==> src/rtl/cfgbus_pkg.sv <==
package cfgbus_pkg;

    typedef enum logic [1:0] {
        ST_IDLE = 2'd0,
        ST_RECV = 2'd1,
        ST_ACK  = 2'd2
    } rx_state_e;

    typedef enum logic [1:0] {
        FLD_ADDR = 2'd0,
        FLD_CMD  = 2'd1,
        FLD_CNT  = 2'd2,
        FLD_DATA = 2'd3
    } field_e;

endpackage

==> src/rtl/cfgbus_line_sync.sv <==
module cfgbus_line_sync (
    input  logic clk_i,
    input  logic rst_ni,
    input  logic line_i,
    output logic level_o,
    output logic rise_o,
    output logic fall_o
);
    typedef struct packed {
        logic [1:0] sync;
        logic       prev;
    } sync_t;

    sync_t d, q;

    always_comb begin
        d      = q;
        d.sync = {q.sync[0], line_i};
        d.prev = q.sync[1];
    end

    always_ff @(posedge clk_i or negedge rst_ni) begin
        if (!rst_ni) q <= '1;   // idle bus reads high
        else         q <= d;
    end

    assign level_o = q.sync[1];
    assign rise_o  = q.sync[1] & ~q.prev;
    assign fall_o  = ~q.sync[1] & q.prev;
endmodule

==> src/rtl/cfgbus_frame_ctl.sv <==
module cfgbus_frame_ctl
    import cfgbus_pkg::*;
#(
    parameter logic [6:0] DEV_ADDR  = 7'b1101001,
    parameter int         NUM_REGS  = 3,
    parameter int         MAX_COUNT = 32,
    parameter int         IDX_W     = 2,
    localparam int        CNT_W     = $clog2(MAX_COUNT + 1)
) (
    input  logic             clk_i,
    input  logic             rst_ni,
    input  logic             scl_lvl_i,
    input  logic             scl_rise_i,
    input  logic             scl_fall_i,
    input  logic             sda_lvl_i,
    input  logic             sda_rise_i,
    input  logic             sda_fall_i,
    output logic             ack_o,
    output logic             wr_en_o,
    output logic [IDX_W-1:0] wr_idx_o,
    output logic [7:0]       wr_data_o,
    output logic             valid_o
);
    typedef struct packed {
        rx_state_e        state;
        field_e           field;
        logic [3:0]       bitcnt;
        logic [7:0]       shreg;
        logic             ack;
        logic [CNT_W-1:0] count;
        logic [CNT_W-1:0] didx;
        logic             wr_en;
        logic [IDX_W-1:0] wr_idx;
        logic [7:0]       wr_data;
        logic             valid;
    } ctl_t;

    ctl_t d, q;
    logic start_det, stop_det;
    logic addr_hit, count_ok, store_ok;

    assign start_det = scl_lvl_i & sda_fall_i;
    assign stop_det  = scl_lvl_i & sda_rise_i;
    assign addr_hit  = (q.shreg[7:1] == DEV_ADDR) && !q.shreg[0];
    assign count_ok  = (q.shreg != 8'd0) && (q.shreg <= 8'(MAX_COUNT));
    assign store_ok  = (q.didx < q.count) && (int'(q.didx) < NUM_REGS);

    always_comb begin
        d       = q;
        d.wr_en = 1'b0;
        d.valid = 1'b0;
        if (start_det) begin
            d.state  = ST_RECV;
            d.field  = FLD_ADDR;
            d.bitcnt = '0;
            d.ack    = 1'b0;
        end else if (stop_det) begin
            d.state = ST_IDLE;
            d.ack   = 1'b0;
        end else begin
            unique case (q.state)
                ST_RECV: begin
                    if (scl_rise_i && q.bitcnt < 4'd8) begin
                        d.shreg  = {q.shreg[6:0], sda_lvl_i};
                        d.bitcnt = q.bitcnt + 4'd1;
                    end else if (scl_fall_i && q.bitcnt == 4'd8) begin
                        d.state = ST_ACK;
                        d.ack   = 1'b1;
                        unique case (q.field)
                            FLD_ADDR: if (!addr_hit) begin
                                d.state = ST_IDLE;
                                d.ack   = 1'b0;
                            end
                            FLD_CMD: ;
                            FLD_CNT: begin
                                if (count_ok) begin
                                    d.count = CNT_W'(q.shreg);
                                end else begin
                                    d.state = ST_IDLE;
                                    d.ack   = 1'b0;
                                end
                            end
                            FLD_DATA: begin
                                if (store_ok) begin
                                    d.wr_en   = 1'b1;
                                    d.wr_idx  = q.didx[IDX_W-1:0];
                                    d.wr_data = q.shreg;
                                end
                                if (q.didx < CNT_W'(MAX_COUNT)) d.didx = q.didx + 1'b1;
                            end
                            default: ;
                        endcase
                    end
                end
                ST_ACK: begin
                    if (scl_fall_i) begin
                        d.ack    = 1'b0;
                        d.state  = ST_RECV;
                        d.bitcnt = '0;
                        unique case (q.field)
                            FLD_ADDR: d.field = FLD_CMD;
                            FLD_CMD:  d.field = FLD_CNT;
                            FLD_CNT: begin
                                d.field = FLD_DATA;
                                d.didx  = '0;
                                d.valid = 1'b1;
                            end
                            default:  d.field = FLD_DATA;
                        endcase
                    end
                end
                default: ;
            endcase
        end
    end

    always_ff @(posedge clk_i or negedge rst_ni) begin
        if (!rst_ni) begin
            q       <= '0;
            q.state <= ST_IDLE;
            q.field <= FLD_ADDR;
        end else begin
            q <= d;
        end
    end

    assign ack_o     = q.ack;
    assign wr_en_o   = q.wr_en;
    assign wr_idx_o  = q.wr_idx;
    assign wr_data_o = q.wr_data;
    assign valid_o   = q.valid;
endmodule

==> src/rtl/cfgbus_reg_bank.sv <==
module cfgbus_reg_bank #(
    parameter int NUM_REGS = 3,
    parameter int IDX_W    = 2
) (
    input  logic                  clk_i,
    input  logic                  rst_ni,
    input  logic                  wr_en_i,
    input  logic [IDX_W-1:0]      wr_idx_i,
    input  logic [7:0]            wr_data_i,
    output logic [NUM_REGS*8-1:0] regs_o
);
    for (genvar k = 0; k < NUM_REGS; k++) begin : g_reg
        logic [7:0] reg_d, reg_q;

        always_comb begin
            reg_d = reg_q;
            if (wr_en_i && (int'(wr_idx_i) == k)) reg_d = wr_data_i;
        end

        always_ff @(posedge clk_i or negedge rst_ni) begin
            if (!rst_ni) reg_q <= '0;
            else         reg_q <= reg_d;
        end

        assign regs_o[8*k +: 8] = reg_q;
    end
endmodule

==> src/rtl/cfgbus_blkwr_rx.sv <==
module cfgbus_blkwr_rx #(
    parameter logic [6:0] DEV_ADDR  = 7'b1101001,
    parameter int         NUM_REGS  = 3,
    parameter int         MAX_COUNT = 32,
    localparam int        IDX_W     = (NUM_REGS > 1) ? $clog2(NUM_REGS) : 1
) (
    input  logic                  clk_i,
    input  logic                  rst_ni,
    input  logic                  scl_i,
    input  logic                  sda_i,
    output logic                  sda_oe_o,
    output logic [NUM_REGS*8-1:0] cfg_o,
    output logic                  xfer_valid_o
);
    logic scl_lvl, scl_rise, scl_fall;
    logic sda_lvl, sda_rise, sda_fall;
    logic             wr_en;
    logic [IDX_W-1:0] wr_idx;
    logic [7:0]       wr_data;

    cfgbus_line_sync u_scl_sync (
        .clk_i  (clk_i),
        .rst_ni (rst_ni),
        .line_i (scl_i),
        .level_o(scl_lvl),
        .rise_o (scl_rise),
        .fall_o (scl_fall)
    );

    cfgbus_line_sync u_sda_sync (
        .clk_i  (clk_i),
        .rst_ni (rst_ni),
        .line_i (sda_i),
        .level_o(sda_lvl),
        .rise_o (sda_rise),
        .fall_o (sda_fall)
    );

    cfgbus_frame_ctl #(
        .DEV_ADDR (DEV_ADDR),
        .NUM_REGS (NUM_REGS),
        .MAX_COUNT(MAX_COUNT),
        .IDX_W    (IDX_W)
    ) u_ctl (
        .clk_i     (clk_i),
        .rst_ni    (rst_ni),
        .scl_lvl_i (scl_lvl),
        .scl_rise_i(scl_rise),
        .scl_fall_i(scl_fall),
        .sda_lvl_i (sda_lvl),
        .sda_rise_i(sda_rise),
        .sda_fall_i(sda_fall),
        .ack_o     (sda_oe_o),
        .wr_en_o   (wr_en),
        .wr_idx_o  (wr_idx),
        .wr_data_o (wr_data),
        .valid_o   (xfer_valid_o)
    );

    cfgbus_reg_bank #(
        .NUM_REGS(NUM_REGS),
        .IDX_W   (IDX_W)
    ) u_bank (
        .clk_i    (clk_i),
        .rst_ni   (rst_ni),
        .wr_en_i  (wr_en),
        .wr_idx_i (wr_idx),
        .wr_data_i(wr_data),
        .regs_o   (cfg_o)
    );
endmodule

==> config.mk <==
export PLATFORM = sky130hd
export DESIGN_NAME = cfgbus_blkwr_rx
export DESIGN_NICKNAME = d
export VERILOG_FILES = /design/src/rtl/cfgbus_pkg.sv /design/src/rtl/cfgbus_line_sync.sv /design/src/rtl/cfgbus_frame_ctl.sv /design/src/rtl/cfgbus_reg_bank.sv /design/src/rtl/cfgbus_blkwr_rx.sv
export SDC_FILE = /design/constraint.sdc
export NUM_CORES = 1
export LEC_CHECK = 0
export ABC_AREA = 1
export CORE_MARGIN = 2
export CORE_UTILIZATION = 57
export DETAILED_ROUTE_END_ITERATION = 8
export PLACE_DENSITY = 0.79
export SLEW_MARGIN = 20
export SYNTH_ARGS = -nofsm -noshare
export SYNTH_HDL_FRONTEND = slang
export SYNTH_SLANG_ARGS = --single-unit
==> constraint.sdc <==
create_clock -name clk_i -period 1.7 [get_ports clk_i]
set_input_delay 0.34 -clock clk_i [delete_from_list [all_inputs] [get_ports clk_i]]
set_output_delay 0.34 -clock clk_i [all_outputs]
set_load 0.1 [all_outputs]
* Word level (Yosys, flattened, before mapping)
Cells that the tools add are included.
** Storage, ports and cells
- Flip-flop bits (word level) :: 71
- Output and inout port bits :: 26
- Word-level logic and storage cells :: 121
** Operators by class
- Add/sub/neg operators :: 2
- Magnitude comparators :: 5
- Equal/unequal tests :: 21
- Mux-type cells :: 38
- Bitwise gates (word level) :: 13
- Reductions and logical operators :: 24
** Operator list (count)
- two-way mux 24 bit :: 2
- two-way mux 12 bit :: 3
- two-way mux 6 bit :: 5
- two-way mux 8 bit :: 3
- two-way mux 11 bit :: 2
- two-way mux 17 bit :: 1
- two-way mux 14 bit :: 1
- AND reduction 7 bit :: 2
- two-way mux 2 bit :: 6
- case mux 2 bit (2 select lines) :: 3
- case mux 6 bit (2 select lines) :: 1
- AND reduction 4 bit :: 3
- equality test 2 bit, second input constant :: 5
- AND reduction 9 bit :: 1
- less-or-equal comparator 8 x 6 -> 1 bit, second input constant :: 1
- logical AND 1 bit :: 8
- two-way mux 1 bit :: 8
- != test 2 x 1 -> 1 bit, second input constant :: 4
- != test 4 x 1 -> 1 bit, second input constant :: 2
- case mux 4 bit (2 select lines) :: 1
- nonzero test 8 bit :: 1
- equality test 7 bit, second input constant :: 1
- NOT 1 bit :: 7
- adder 6 x 1 -> 6 bit, second input constant :: 1
- other kinds (18) :: 31

* Longest topological paths before layout
Gate-level depths: netlist (run 1).
- Word-level depth :: 9
- Depth in mapped cells :: 10

* Modules after synthesis
From an unflattened synthesis (run 1), not the netlist that was laid out.
** Unflattened totals
- Cells, all modules :: 424
- Area, all modules :: 3594.7 um2
** By module, submodules not included
- cfgbus_frame_ctl :: times used 1, cells each 303, area an instance 2359.8 um2
- cfgbus_reg_bank :: times used 1, cells each 107, area an instance 1047.3 um2
- cfgbus_line_sync :: times used 2, cells each 7, area an instance 93.8 um2

* Least setup slack after synthesis (run 1)
Ideal clock, no wire load.
- Path type :: reg2reg
- Start :: register u_ctl.q[16] (netlist name)
- End :: register u_ctl.q (netlist bit u_ctl.wr_data_o[0])
- Library setup time :: 0.066 ns
- Arrival time :: 1.465 ns
- Data required time :: 1.634 ns
- Slack :: 0.169 ns
- Stages on the path, launching flop included :: 10
- Path buffers :: 1
- Period minus slack after synthesis :: 1.531 ns
- Path through :: dfrtp_1 ha_1 nand2_1 inv_1 a21oi_1 nand2_1 nor2_1 buf_2 nand4_1 nand2_1
** On the way
- Word-level cells in the longest chain between the ends :: 3
** RTL lines
- start: declaration :: RTL line cfgbus_frame_ctl.sv:38 : ctl_t d, q;
- < comparator 6 bit or < comparator 6 x 2 -> 1 bit (tied branches) :: RTL line cfgbus_frame_ctl.sv:46 : assign store_ok = (q.didx < q.count) && (int'(q.didx) < NUM_REGS);
- logical AND 1 bit (*) :: RTL line cfgbus_frame_ctl.sv:46
- AND reduction 7 bit (no source line) (*)
Mark *: on every way between the ends. The rest lies on a longest branch, timed or not.
A chain may end at the register's enable or synchronous reset.

* Worst setup path in the final report (run 1)
- Start :: register u_ctl.q[17] (netlist name)
- End :: register u_ctl.q (netlist bit u_ctl.wr_data_o[1])
Same word-level chain as after synthesis.

==> summary.md, run 1 <==
| Metric | Value |
|---|---|
| Status | `finished with violations` |
| Failing checks | `setup timing` |
| Measured slew at the worst slew-check pin | `just over 600 ps` |
| Post-DP HPWL | `around 5.2 mm` |
| CTS Buffer Depth | `2` |
| TritonCTS clock tree | `built` |
| Worst EP arrival | `2070 ps` |
| Min Tclk post-route | `approximately 1800 ps` |
| Seq cells post-synth | `a little over 70` |
| Die ar. | `6420 um2` |
| Sequential cell area | `1790 um2` |
| CP max stage delay | `420 ps` |
| Top Ports | `30` |
| Worst skew pair latency | `350 ps` |
| Clk_skew | `11.4 ps` |
| Vias in the first global route | `between 2000 and 3000` |
| Mean routed wirelength per cell | `roughly 15 um` |
| Via density | `approximately 5.7` |
| Layout Cells excl Fill | `roughly 510` |
| Site row count | `27` |
| Wirelength, routed | `7.82 mm` |
| IO buf count | `29` |
| Worst Hold Class | `reg2reg` |
| Pin count of the biggest net entering global routing | `33` |
| Startpoint types | `flip-flop` |
| Final Setup Violations | `8` |
| Setup TNS | `-262 ps` |
| Critical Path End Type | `flip-flop` |
| Post-Syn Area | `3300 um2` |
| Layout cells sized above 1 | `25.6%` |
| Antenna cell count | `0` |
| Post-synthesis sequential area ratio | `54.0%` |
| Area share of the largest cell type after synthesis | `49.2%` |
| Crit path buffers/inverters | `1` |
| Area of the multi-input gates | `roughly 1400 um2` |
| Final GP Congestion | `roughly 0.89` |
| Crit path required time | `1990 ps` |
| Initial DRT Pass Iterations | `5` |
| Post-route DRC violation count | `0` |
| Ys Warns | `0` |
| Max Clock Freq | `between 0.5 and 0.6 GHz` |
| Dpl cells | `485` |
| Top post-synthesis cells by area | `dfrtp_1, nand2_1, inv_1, dfstp_2, o21ai_0` |
| Clock slew at reported path FFs | `80 ps` |
| Final period utilization | `105%` |
| First-pass GRT wire length | `12.4 mm` |
| GRT Total Usage | `25.6%` |
| Crit-path leading delay family | `simple AND/OR/NAND/NOR gates` |
| Leakage | `2.03 nW` |
| Mean post-synth cell area | `8.72 um2` |
| Final WS setup | `-78.3 ps` |
| Post-route ant nets | `0` |
| Hold_ws | `358 ps` |
| RSZ-0062 raised after global routing | `yes` |
| Crit path max-delay cell type | `dfrtp_1` |
| DR iter-0 viols | `284` |
| Die width | `80.1 um` |
| Grt ovf | `0` |
| Critical Path Fanout Max | `5` |
| Die height | `80.1 um` |
| Crit path cell chain | `ha_4, nand2_1, nand2_1, a21oi_2, nand2_2, nor2_4, buf_4, nand4_1, nand2_1` |
| Routed vias | `2885` |
| Critical path class | `reg2reg` |
| Cell repeated most along the worst path | `nand2_1` |
| Hold Vio Cnt, Final | `0` |
| Nets | `446` |
| Core Area | `5540 um2` |
| Synthesized net count | `393` |
| H-tree lvl count | `3` |
| Area leader, netlist | `dfrtp_1` |
| Netlist cell types | `28` |
| Layout fillers | `335` |
| Slew HR | `59.4%` |
| Final Slew Violations | `0` |
| Synth-to-layout area growth | `33.1%` |
| Clock Sinks | `71` |
| Power density cells | `910 nW/um2` |
| CTS root buf | `clkbuf_8` |
| Initial core utilization | `59.6%` |
| R2r setup slk | `-80 ps` |
| Max VDD drop | `1.02 mV` |
| Antenna violations before repair | `0` |
| Synth Instances | `379` |
| CTS Buf Count | `9` |
| Max_cap viols | `0` |
through the flow:
step           power [mW]  cell area [um2]  utilization [%]  worst slack, ps
6_report             4.00             4400             79.4            -78.3
5_1_grt              4.19             4400             79.4             -104
4_1_cts              3.99             4250             76.6             23.5
3_5_place_dp         2.60             4010             72.4            -5.50
3_3_place_gp         2.57             4010             72.4             79.7
2_1_floorplan        2.38             3300                -              169
logic make-up (layout without fill, tap and decap cells):
| logic type | Yosys count | after routing | share of synthesized area, % |
|---|---|---|---|
| simple gates | 185 | 186 | 24.8 |
| flops | 71 | 71 | 54.0 |
| compound gates | 55 | 55 | 9.55 |
| buf+inv | 55 | 112 | 7.05 |
| fa+ha+maj | 10 | 10 | 3.79 |
| xor+xnor | 3 | 3 | 0.796 |
worst reg2reg max path: cells and delay by family (launching register included):
family / cells / cell delay (ps)
and+or+nand+nor: 6 / 680
DFF: 1 / 420
adders and majority gates: 1 / 270
buffers and inverters: 1 / 180
AOI/OAI and AO/OA: 1 / 160
worst paths after layout:
kind	from	to	cells after the start
max	u_ctl.q[17]$_DFFE_PN0P_	u_ctl.wr_data_o[1]$_DFFE_PN0P_	9
min	u_scl_sync.d[2]$_DFF_PN1_	u_scl_sync.level_o$_DFF_PN1_	0
max reg2reg	u_ctl.q[17]$_DFFE_PN0P_	u_ctl.wr_data_o[1]$_DFFE_PN0P_	9
min reg2reg	u_scl_sync.d[2]$_DFF_PN1_	u_scl_sync.level_o$_DFF_PN1_	0
max in group asynchronous	rst_ni	u_sda_sync.d[2]$_DFF_PN1_	3
min in group asynchronous	rst_ni	u_ctl.q[14]$_DFFE_PN0P_	2
where the power goes:
part / leakage, nW / internal [mW] / switching [mW]
clock: 0.0993 / 0.725 / 0.658
combinational: 0.972 / 0.233 / 0.452
sequential: 0.960 / 1.80 / 0.130
synth_stat cells:
library cell / count
a21oi_1: 6
a22oi_1: 1
buf_2: 2
buf_4: 2
buf_6: 2
clkbuf_1: 3
clkbuf_2: 1
dfrtp_1: 65
dfstp_2: 6
ha_1: 10
inv_1: 44
inv_2: 1
nand2_1: 117
nand2_2: 2
nand3_1: 16
nand3_2: 1
nand3_4: 1
nand4_1: 17
nand4_2: 1
nor2_1: 19
nor2_2: 2
nor3_1: 6
nor3_2: 2
nor3b_1: 1
o21ai_0: 31
o21ai_1: 7
o21ai_2: 10
xor2_1: 3
state kept, by name (all words and copies together) (netlist names), 2 cells and up:
register,count
u_ctl.q,28
u_ctl.wr_data_o,8
u_bank.g.reg_q,24
u_ctl.wr_idx_o,2
layer usage:
metal	share of wire, %	up-vias	global-route usage, %
li1	-	1339	-
met1	41	1421	32.5
met2	51	100	42.0
met3	4.2	25	4.04
met4	3.4	0	14.2
met5	0	-	0
cell usage in the layout (no fill, tap or decap), types with 4 or more instances in the layout:
master	Yosys	layout
nor2_1	19	18
a21oi_1	6	4
o21ai_0	31	31
inv_2	1	5
buf_4	2	17
ha_1	10	5
o21ai_1	7	7
dfrtp_1	65	63
o21ai_2	10	10
nand4_1	17	17
dfstp_2	6	6
nand2_2	2	8
clkbuf_8	0	10
nand2_1	117	111
buf_12	0	28
inv_1	44	40
nor3_1	6	6
nand3_1	16	15
final cells by class:
type	count	share of cell area [%]
clock buffers	10	3.13
flip-flops and latches	71	40.6
multi-input cells	254	31.8
repair buffers	51	17.0
inverters	45	3.84
clock inverters	6	1.54
well taps	72	2.05
repair_timing:
| action | 4_1_cts | 5_1_grt |
|---|---|---|
| endpoints found under the setup margin | 8 | 25 |
| hold endpoints to repair | 13 | 0 |
| hold buffers | 1 | 0 |
| setup buffers | 0 | 5 |
| cloned | 1 | 1 |
| pin swaps | 1 | 9 |
| resized for setup | 3 | 27 |
No activity file was read; power rests on OpenSTA's default activity.
==> run 2, diff against run 1 <==
--- a/config.mk
+++ b/config.mk
@@ -6,6 +6,7 @@
 export NUM_CORES = 1
 export LEC_CHECK = 0
 export ABC_AREA = 1
+export CORE_ASPECT_RATIO = 0.7
 export CORE_MARGIN = 2
 export CORE_UTILIZATION = 57
 export DETAILED_ROUTE_END_ITERATION = 8
==> run 2 against run 1 <==
The run now ends clean. Via count is 0.28% higher. Design area grew 1.2%. Worst hold slack is essentially flat. Final cell count increased by 0.39%. Critical path depth unchanged. First-iteration DRC count down 0.70%. Largest cell class unchanged. Sequential power barely moved. Non-clock buffer count fell by 1. Register-to-register slack better by 90 ps. Wire length increased by 7.1%. Setup slack gained 88 ps. Flip-flop and latch count unchanged.
==> summary.md, run 2 (synthesis gave the netlist of run 1 again) <==
| Metric | Value |
|---|---|
| Status | `completed` |
| Slew HR | `59.5% (+0.12 points)` |
| Min Tclk post-route | `1690 ps (-88.0 ps)` |
| Die width | `95.0 um (+19%)` |
| Crit path cell chain | `ha_4, nand2_1, nand2_1, a21oi_2, nand2_2, nor2_4, buf_6, nand4_1, nand2_1` |
| Antenna cell count | `0 (unchanged)` |
| Worst hold stages | `0 (unchanged)` |
| Top reg by flops | `u_ctl.q` |
| Commonest non-fill, non-tap cell in the layout | `nand2_1` |
| Nets | `445 (-0.22%)` |
| Mean routed wirelength per cell | `16.4 um (+6.6%)` |
| Synth-to-layout area growth | `34.7%` |
| Measured slew at the worst slew-check pin | `606 ps (-1.75 ps)` |
| R2r endpoint | `u_ctl.wr_idx_o[1]$_DFFE_PN0P_` |
| Pin count of the biggest net entering global routing | `66 (+100%)` |
| GRT Total Usage | `27.2% (+1.6 points)` |
| Clk_skew | `8.45 ps (-2.96 ps)` |
| Worst EP arrival | `1980 ps (-90 ps)` |
| H-tree lvl count | `3 (unchanged)` |
| Wirelength, routed | `8.37 mm (+7.1%)` |
| Routed vias | `2893 (+0.28%)` |
| Clock slew at reported path FFs | `80 ps (about the same)` |
| Layout cells sized above 1 | `26.4% (+0.75 points)` |
| Via density | `5.66 (-0.12%)` |
| Startpoint types | `flip-flop` |
| Initial core utilization | `58.3% (-1.4 points)` |
| CTS Buf Count | `9 (unchanged)` |
| Final period utilization | `99.4% (-5.2 points)` |
| Die ar. | `6430 um2 (+0.15%)` |
| Crit-path leading delay family | `simple AND/OR/NAND/NOR gates` |
| Antenna violations before repair | `0 (unchanged)` |
| Worst hold path startpoint | `u_scl_sync.d[2]$_DFF_PN1_` |
| Final GP Congestion | `0.886 (about the same)` |
| Max VDD drop | `0.749 mV (-27%)` |
| Leakage | `2.04 nW (+0.40%)` |
| Max reg flops | `28 (unchanged)` |
| Post-DP HPWL | `5.46 mm (+5.4%)` |
| DR iter-0 viols | `282 (-0.70%)` |
| Worst skew pair latency | `350 ps (about the same)` |
| Clock Sinks | `71 (unchanged)` |
| Max_cap viols | `0 (unchanged)` |
| Critical Path End Type | `flip-flop` |
| Worst r2r src | `u_ctl.q[17]$_DFFE_PN0P_` |
| Hold Path Sink | `u_scl_sync.level_o$_DFF_PN1_` |
| Critical Path Fanout Max | `5 (unchanged)` |
| Vias in the first global route | `2730 (-0.26%)` |
| Worst Hold Class | `reg2reg` |
| Max Clock Freq | `0.592 GHz (+5.2%)` |
| Setup TNS | `0 ps (+262 ps)` |
| Worst Reg-to-Reg Cells | `9 (unchanged)` |
| Most frequent cells in the layout | `nand2_1, dfrtp_1, inv_1` |
| Pre-CTS setup slack | `-107 ps (-102 ps)` |
| CP max stage delay | `420 ps (about the same)` |
| Crit path max-delay cell type | `dfrtp_1` |
| Post-route DRC violation count | `0 (unchanged)` |
| Initial DRT Pass Iterations | `5 (unchanged)` |
| Power density cells | `922 nW/um2 (+1.4%)` |
| Layout fillers | `346 (+3.3%)` |
| IO buf count | `29 (unchanged)` |
| First-pass GRT wire length | `13.0 mm (+4.4%)` |
| R2r setup slk | `10 ps (+90 ps)` |
| Cell repeated most along the worst path | `nand2_1` |
| Crit path required time | `1990 ps (about the same)` |
| Post-route ant nets | `0 (unchanged)` |
| RSZ-0062 raised after global routing | `yes` |
| CTS Buffer Depth | `2 (unchanged)` |
| Final WS setup | `9.73 ps (+88.0 ps)` |
| Top Ports | `30 (unchanged)` |
| Hold_ws | `358 ps (+0.102 ps)` |
| Grt ovf | `0 (unchanged)` |
| Final Slew Violations | `0 (unchanged)` |
| Final Setup Violations | `0 (-8)` |
| Hold Vio Cnt, Final | `0 (unchanged)` |
| TritonCTS clock tree | `built` |
| Critical path class | `reg2reg` |
| Site row count | `23 (-15%)` |
| CTS root buf | `clkbuf_8` |
| Crit path buffers/inverters | `1 (unchanged)` |
| Die height | `67.7 um (-16%)` |
| Core Area | `5670 um2 (+2.3%)` |
[run 2: through the flow]
stage | utilization [%] | instances | power (mW) | area (um2)
after CTS | 75.1 | 505 | 4.01 | 4260
after global routing | 78.5 | 511 | 4.29 | 4450
after global placement | 70.7 | 487 | 2.57 | 4010
after floorplan | - | 379 | 2.38 | 3300
after detailed placement | 70.7 | 487 | 2.62 | 4010
final | 78.5 | 511 | 4.10 | 4450
[run 2: repair_timing]
item                       in CTS  in global routing
pin swaps                       1                 14
gates resized for setup         6                 33
cloned                          1                  2
setup endpoints to repair      16                 30
hold endpoints to repair        6                  0
hold buffers                    1                  0
buffers inserted                0                  4
[run 2: metal layers]
layer | share of wire [%] | GRT usage, % | vias to the layer above
met2 | 48 | 40.4 | 121
met1 | 43 | 38.2 | 1416
met3 | 6.8 | 7.59 | 21
li1 | - | - | 1335
met5 | 0 | 0 | -
met4 | 2.0 | 10.9 | 0
[run 2: area by class of cell]
cell class	instances	area (um2)	area share, %
Clock inverter	6	68.8	1.55
Multi-Input combinational cell	254	1430	32.2
Sequential cell	71	1780	40.1
Inverter	45	169	3.80
Clock buffer	10	138	3.09
Tap cell	75	93.8	2.11
Timing Repair Buffer	50	763	17.2
[run 2: how the worst max path moves through the flow]
stage                                                 to  slack [ps]  cells past startpoint                         start
after detailed placement  u_ctl.wr_data_o[4]$_DFFE_PN0P_        -110                     10       u_ctl.q[34]$_DFFE_PN0P_
after CTS                  u_ctl.wr_idx_o[1]$_DFFE_PN0P_           9                      9       u_ctl.q[15]$_DFFE_PN0P_
after global routing      u_ctl.wr_data_o[3]$_DFFE_PN0P_         -60                      8  u_sda_sync.level_o$_DFF_PN1_
after floorplan           u_ctl.wr_data_o[0]$_DFFE_PN0P_         170                      9       u_ctl.q[16]$_DFFE_PN0P_
after global placement    u_ctl.wr_data_o[6]$_DFFE_PN0P_         -30                      9       u_ctl.q[15]$_DFFE_PN0P_
final                      u_ctl.wr_idx_o[1]$_DFFE_PN0P_          10                      9       u_ctl.q[17]$_DFFE_PN0P_
[run 2: worst reg2reg max path, stage by stage, from the launching register on]
cell and delay [ps]:
dfrtp_1 420, ha_4 260, nand2_1 80, nand2_1 70
a21oi_2 120, nand2_2 80, nor2_4 220, buf_6 160
nand4_1 140, nand2_1 100
[run 2: where the power goes]
part | total [mW] | internal, mW | switching (mW)
clock network | 1.39 | 0.725 | 0.668
registers | 1.94 | 1.80 | 0.137
logic | 0.771 | 0.250 | 0.521
